`src/rtl/i2cb_pkg.sv`:
```
package i2cb_pkg;
    localparam int DATA_W = 8;
    localparam int ADDR_W = 3;
    localparam int MODE_W = 4;
    localparam int CNT_W  = $clog2(DATA_W);

    typedef enum logic [ADDR_W-1:0] {
        REG_DATA = 3'd0,
        REG_STAT = 3'd1,
        REG_CTRL = 3'd2,
        REG_FLAG = 3'd3,
        REG_ADDR = 3'd4
    } reg_e;

    localparam logic [MODE_W-1:0] MODE_CTRL_MASTER = 4'h8;
    localparam logic [MODE_W-1:0] MODE_MASK_ACCESS = 4'h9;

    typedef struct packed {
        logic              wr;
        logic              rd;
        logic [ADDR_W-1:0] addr;
        logic [DATA_W-1:0] wdata;
    } bus_req_t;

    typedef struct packed {
        logic             full;
        logic             ovf;
        logic             irq;
        logic [CNT_W-1:0] cnt;
    } rx_stat_t;

    function automatic logic hit_wr(bus_req_t r, reg_e a);
        return r.wr && (r.addr == a);
    endfunction

    function automatic logic hit_rd(bus_req_t r, reg_e a);
        return r.rd && (r.addr == a);
    endfunction
endpackage

```
`src/rtl/i2cb_shifter.sv`:
```
module i2cb_shifter #(
    parameter int DW = i2cb_pkg::DATA_W,
    localparam int CW = $clog2(DW)
) (
    input  logic          clk,
    input  logic          rst,
    input  logic          load,
    input  logic [DW-1:0] load_data,
    input  logic          shift_en,
    input  logic          sda_in,
    output logic [DW-1:0] sr,
    output logic [CW-1:0] cnt,
    output logic          complete,
    output logic [DW-1:0] new_byte
);
    logic take;

    assign take     = shift_en && !load;
    assign complete = take && (cnt == CW'(DW - 1));
    assign new_byte = {sr[DW-2:0], sda_in};

    always_ff @(posedge clk) begin
        if (rst) begin
            sr  <= '0;
            cnt <= '0;
        end else if (load) begin
            sr  <= load_data;
            cnt <= '0;
        end else if (take) begin
            sr  <= new_byte;
            cnt <= complete ? '0 : cnt + 1'b1;
        end
    end
endmodule

```
`src/rtl/i2cb_rxbuf.sv`:
```
module i2cb_rxbuf #(
    parameter int DW = i2cb_pkg::DATA_W
) (
    input  logic          clk,
    input  logic          rst,
    input  logic          complete,
    input  logic [DW-1:0] new_byte,
    input  logic          rd_data,
    input  logic          wr_data,
    input  logic [DW-1:0] wdata,
    input  logic          flag_wr,
    input  logic [1:0]    flag_wdata,
    output logic [DW-1:0] buf_q,
    output logic          full_q,
    output logic          ovf_q,
    output logic          irq_q
);
    logic slot_busy;

    // a read in the same cycle frees the slot for the incoming byte
    assign slot_busy = full_q && !rd_data;

    always_ff @(posedge clk) begin
        if (rst) begin
            buf_q  <= '0;
            full_q <= 1'b0;
            ovf_q  <= 1'b0;
            irq_q  <= 1'b0;
        end else begin
            if (wr_data)
                buf_q <= wdata;
            else if (complete && !slot_busy)
                buf_q <= new_byte;

            if (complete)
                full_q <= 1'b1;
            else if (rd_data)
                full_q <= 1'b0;

            if (complete && slot_busy)
                ovf_q <= 1'b1;
            else if (flag_wr && !flag_wdata[1])
                ovf_q <= 1'b0;

            if (complete)
                irq_q <= 1'b1;
            else if (flag_wr && !flag_wdata[0])
                irq_q <= 1'b0;
        end
    end
endmodule

```
`src/rtl/i2cb_regs.sv`:
```
module i2cb_regs
    import i2cb_pkg::*;
#(
    parameter int DW = DATA_W,
    localparam int CW = $clog2(DW),
    localparam int PADW = DW - 4 - CW
) (
    input  logic            clk,
    input  logic            rst,
    input  bus_req_t        req,
    input  rx_stat_t        rx,
    input  logic [DW-1:0]   buf_q,
    output logic [MODE_W-1:0] mode,
    output logic [DW-1:0]   own_addr,
    output logic [DW-1:0]   own_mask,
    output logic [DW-2:0]   baud_reload,
    output logic [DW-1:0]   rdata
);
    logic [DW-1:0] ctrl_q;
    logic [1:0]    stat_hi_q;
    logic [DW-1:0] addr_q;
    logic [DW-1:0] mask_q;
    logic          mask_sel;

    assign mode     = ctrl_q[MODE_W-1:0];
    assign mask_sel = (mode == MODE_MASK_ACCESS);

    always_ff @(posedge clk) begin
        if (rst) begin
            ctrl_q    <= '0;
            stat_hi_q <= '0;
            addr_q    <= '0;
            mask_q    <= '1;
        end else begin
            if (hit_wr(req, REG_CTRL))
                ctrl_q <= req.wdata;
            if (hit_wr(req, REG_STAT))
                stat_hi_q <= req.wdata[DW-1:DW-2];
            if (hit_wr(req, REG_ADDR)) begin
                if (mask_sel)
                    mask_q <= req.wdata;
                else
                    addr_q <= req.wdata;
            end
        end
    end

    assign own_addr    = addr_q;
    assign own_mask    = mask_q;
    assign baud_reload = (mode == MODE_CTRL_MASTER) ? addr_q[DW-2:0] : '0;

    always_comb begin
        rdata = '0;
        case (req.addr)
            REG_DATA: rdata = buf_q;
            REG_STAT: rdata = {stat_hi_q, {PADW{1'b0}}, rx.cnt, rx.ovf, rx.full};
            REG_CTRL: rdata = ctrl_q;
            REG_FLAG: rdata = {{(DW-2){1'b0}}, rx.ovf, rx.irq};
            REG_ADDR: rdata = mask_sel ? mask_q : addr_q;
            default:  rdata = '0;
        endcase
    end
endmodule

```
`src/rtl/i2c_sbuf_unit.sv`:
```
module i2c_sbuf_unit
    import i2cb_pkg::*;
#(
    parameter int DW = DATA_W,
    parameter int AW = ADDR_W,
    localparam int CW = $clog2(DW)
) (
    input  logic          clk,
    input  logic          rst,
    input  logic          bus_wr,
    input  logic          bus_rd,
    input  logic [AW-1:0] bus_addr,
    input  logic [DW-1:0] bus_wdata,
    output logic [DW-1:0] bus_rdata,
    input  logic          shift_en,
    input  logic          sda_in,
    output logic          sda_out,
    output logic          byte_done,
    output logic          irq,
    output logic [DW-1:0] own_addr,
    output logic [DW-1:0] own_mask,
    output logic [DW-2:0] baud_reload
);
    bus_req_t          req;
    rx_stat_t          rx;
    logic [DW-1:0]     sr;
    logic [CW-1:0]     cnt;
    logic              complete;
    logic [DW-1:0]     new_byte;
    logic [DW-1:0]     rx_buf;
    logic              rx_full;
    logic              rx_ovf;
    logic              rx_irq;
    logic [MODE_W-1:0] mode;
    logic              wr_data;
    logic              done_q;

    assign req     = '{wr: bus_wr, rd: bus_rd, addr: bus_addr, wdata: bus_wdata};
    assign wr_data = hit_wr(req, REG_DATA);

    i2cb_shifter #(.DW(DW)) u_shift (
        .clk       (clk),
        .rst       (rst),
        .load      (wr_data),
        .load_data (bus_wdata),
        .shift_en  (shift_en),
        .sda_in    (sda_in),
        .sr        (sr),
        .cnt       (cnt),
        .complete  (complete),
        .new_byte  (new_byte)
    );

    i2cb_rxbuf #(.DW(DW)) u_rxbuf (
        .clk        (clk),
        .rst        (rst),
        .complete   (complete),
        .new_byte   (new_byte),
        .rd_data    (hit_rd(req, REG_DATA)),
        .wr_data    (wr_data),
        .wdata      (bus_wdata),
        .flag_wr    (hit_wr(req, REG_FLAG)),
        .flag_wdata (bus_wdata[1:0]),
        .buf_q      (rx_buf),
        .full_q     (rx_full),
        .ovf_q      (rx_ovf),
        .irq_q      (rx_irq)
    );

    assign rx = '{full: rx_full, ovf: rx_ovf, irq: rx_irq, cnt: cnt};

    i2cb_regs #(.DW(DW)) u_regs (
        .clk         (clk),
        .rst         (rst),
        .req         (req),
        .rx          (rx),
        .buf_q       (rx_buf),
        .mode        (mode),
        .own_addr    (own_addr),
        .own_mask    (own_mask),
        .baud_reload (baud_reload),
        .rdata       (bus_rdata)
    );

    always_ff @(posedge clk) begin
        if (rst) done_q <= 1'b0;
        else     done_q <= complete;
    end

    assign byte_done = done_q;
    assign sda_out   = sr[DW-1];
    assign irq       = rx_irq;
endmodule

```
`config.mk`:
```
export PLATFORM = sky130hd
export DESIGN_NAME = i2c_sbuf_unit
export DESIGN_NICKNAME = d
export VERILOG_FILES = /design/src/rtl/i2cb_pkg.sv /design/src/rtl/i2cb_shifter.sv /design/src/rtl/i2cb_rxbuf.sv /design/src/rtl/i2cb_regs.sv /design/src/rtl/i2c_sbuf_unit.sv
export SDC_FILE = /design/constraint.sdc
export NUM_CORES = 1
export LEC_CHECK = 0
export BUFFER_PORTS_ARGS = -buffer_cell sky130_fd_sc_hd__buf_4
export CAP_MARGIN = 15
export CORE_MARGIN = 2
export CORE_UTILIZATION = 49
export DETAILED_ROUTE_END_ITERATION = 10
export GPL_TIMING_DRIVEN = 0
export PLACE_DENSITY = 0.76
export REMOVE_ABC_BUFFERS = 1
export SKIP_CTS_REPAIR_TIMING = 1
export SLEW_MARGIN = 25
export SYNTH_ARGS = -nofsm -noshare
export SYNTH_HDL_FRONTEND = slang
export SYNTH_SLANG_ARGS = --single-unit
```
`constraint.sdc`:
```
create_clock -name clk -period 1.6 [get_ports clk]
set_input_delay 0.08 -clock clk [delete_from_list [all_inputs] [get_ports clk]]
set_output_delay 0.08 -clock clk [all_outputs]
set_load 0.01 [all_outputs]
```
==> metrics.csv <==
metric,value,unit
status,"complete, but fails checks",
violations,setup timing,
hold_path_class,in2reg,
overflow,0,
cts_tree,done,
cpPeakStageDelay,380,ps
layout.nets,317,
grt_pass1_vias,1890,
critPathMaxFanout,5,
synth.yosys.seq_area_share,0.405,
cp.required,1520,ps
reg2reg_depth,5,
insertion_delay,300,ps
crit_arrival,1670,ps
coreArea,4750,um^2
drt_iter0_drc,185,
yosysWarningCount,0,
cp-endpoint,bus_rdata[0],
fin_hold_ws,52.3,ps
fp.dieH,74.3,um
via_per_inst,6.13,
setup_ws,-146,ps
p_leak,1.24,nW
final_common_cell,buf_4,
cts_root_buffer,clkbuf_8,
post-dp-hpwl,4060,um
max_cap_viol_count,0,
drc,0,
wl_per_cell,18.2,um
timing.final.crit_share,1.09,
synth-async-reset-ratio,0,
crit_chain,nor4bb_4 -> buf_4 -> mux2i_1 -> o22ai_1 -> buf_4,
cts.path.max_buffers,2,
grt_antenna_before_repair,0,
met2_length,3240,um
rows,25,
fin_util,0.682,
cp-start-kind,flop,
gp_congestion,0.803,
slew_violations,0,
crit_slowest_cell,dfxtp_4,
drt-total-wl,6620,um
end_kind,output pin,
relSlewSlack,0.257,
rr_endpoint,u_rxbuf.buf_q[7],
clk_pin_slew,90,ps
drive_gt1_frac,0.380,
reg2reg_slack,10,ps
finalSetupViolCount,11,
fmax,573,MHz
vias,2233,
fillers,394,
peakVddDrop,0.739,mV
die-area,5520,um^2
first_pass_iters,4,
crit_type,reg2out,
io_pins,51,
grt_max_degree,50,
wl_met3,407,um
final_cell_mix,"buf_4 (61), dfxtp_1 (43), mux2i_1 (34)",
rsz0062_at_grt,yes,
worstReg2RegStart,u_shift.cnt[0],
area_delta_synth_final,33.7,%
synthDistinctLibCells,36,
final_antenna_net_count,0,
antenna_cells,0,
highest_layer,met4,
htreeDepth,2,
synth.ff_latch_count,49,
post-route-min-period,1750,ps
cts_buffers,5,
netlist_area,2420,um^2
cts.sinks,49,
cp_common_cell,buf_4,
powerDensity,695,nW/um^2
start_util,0.510,
skew,9.85,ps
grtUsageTotal,0.211,
met1Wirelength,2870,um
ys.flop_type,dfxtp_1,
tightest_slew,1110,ps
die_width,74.3,um
finalHoldViolations,0,
synth_edf_count,0,
grt_pass1_wl,8980,um
portBuffers,50,
avgSynthCellArea,9.77,um^2
synthCells,248,
startpoint,u_regs.ctrl_q[0],
## state kept, by name, summed over array words and instances, names as in the netlist
register and count:
byte_done 1, u_rxbuf.ovf_q 1, u_regs.ctrl_q 8, u_rxbuf.full_q 1, u_shift.cnt 3, u_regs.stat_hi_q 2, u_shift.sr 8, u_rxbuf.irq_q 1
u_regs.own_mask 8, u_regs.own_addr 8, u_rxbuf.buf_q 8
## metal layers
metal | track usage | vias to the layer above
li1 | - | 1056
met1 | 0.293 | 1069
met2 | 0.331 | 99
met3 | 0.0528 | 9
met4 | 0.0556 | 0
met5 | 0 | -
## where the power goes
part / switching [W] / internal [W]
sequential: 0.0000289 / 0.00125
clock: 0.000390 / 0.000289
combinational: 0.000163 / 0.000130
## worst max-delay path: cells and delay by family, from the launching register on
kind,cells,cell delay [ps]
AND/OR/NAND/NOR,1,360
buffers and inverters,2,350
AO/OA/AOI/OAI,1,100
multiplexers,1,180
flip-flops,1,380
## layout make-up
class / count / area [um^2] / area share
multi-input combinational: 175 / 1590 / 0.489
clock buffer: 5 / 68.8 / 0.0212
inverter: 2 / 7.51 / 0.00232
timing repair buffer: 65 / 497 / 0.153
clock inverter: 1 / 5.00 / 0.00154
tap: 67 / 83.8 / 0.0259
sequential: 49 / 993 / 0.307
## how the worst min path moves through the flow
stage / slack [ps] / start / endpoint / cells past startpoint
detailed placement: 360 / bus_wdata[2] / u_regs.ctrl_q[2] / 3
floorplan: 150 / rst / u_regs.own_addr[0] / 1
finish: 50 / bus_wdata[2] / u_regs.ctrl_q[2] / 3
CTS: 50 / bus_wdata[2] / u_regs.ctrl_q[2] / 3
global route: 80 / bus_wdata[4] / u_regs.ctrl_q[4] / 3
global placement: 350 / bus_wdata[2] / u_regs.ctrl_q[2] / 3
## cell usage after synthesis, types with 3 or more instances
| cell type | count | area [um^2] |
|---|---|---|
| mux2i_1 | 34 | 340 |
| nand4bb_1 | 3 | 33.8 |
| a211o_1 | 9 | 78.8 |
| nor3_1 | 11 | 55.1 |
| and3_1 | 8 | 50.1 |
| a2bb2oi_1 | 5 | 43.8 |
| a21oi_1 | 11 | 55.1 |
| buf_2 | 9 | 45.0 |
| o22ai_1 | 7 | 43.8 |
| clkbuf_1 | 10 | 37.5 |
| nor2_1 | 12 | 45.0 |
| dfxtp_1 | 49 | 981 |
| a211oi_1 | 16 | 120 |
| and2_1 | 8 | 50.1 |
| a2111oi_0 | 8 | 70.1 |
| o21ai_0 | 10 | 50.1 |
| nand3_1 | 8 | 40.0 |
| buf_6 | 3 | 33.8 |
## stage by stage
step	setup WS [ps]	std cells	power [W]	setup TNS, ps	cell area [um^2]
after floorplan	-788	224	0.00142	-13250	2290
after global placement	-1730	341	0.00155	-47290	2750
after detailed placement	-242	344	0.00156	-3050	2810
after CTS	-584	350	0.00222	-7940	2890
after global routing	-245	364	0.00232	-2270	3240
final	-146	364	0.00225	-882	3240
## logic make-up after synthesis
family,share of synthesized area
AO/OA/AOI/OAI,0.200
AND/OR/NAND/NOR,0.173
flip-flops,0.405
multiplexers,0.154
buffers and inverters,0.0573
adder cells (fa/ha/maj),0.0103
No activity file was read; power rests on OpenSTA's default activity.
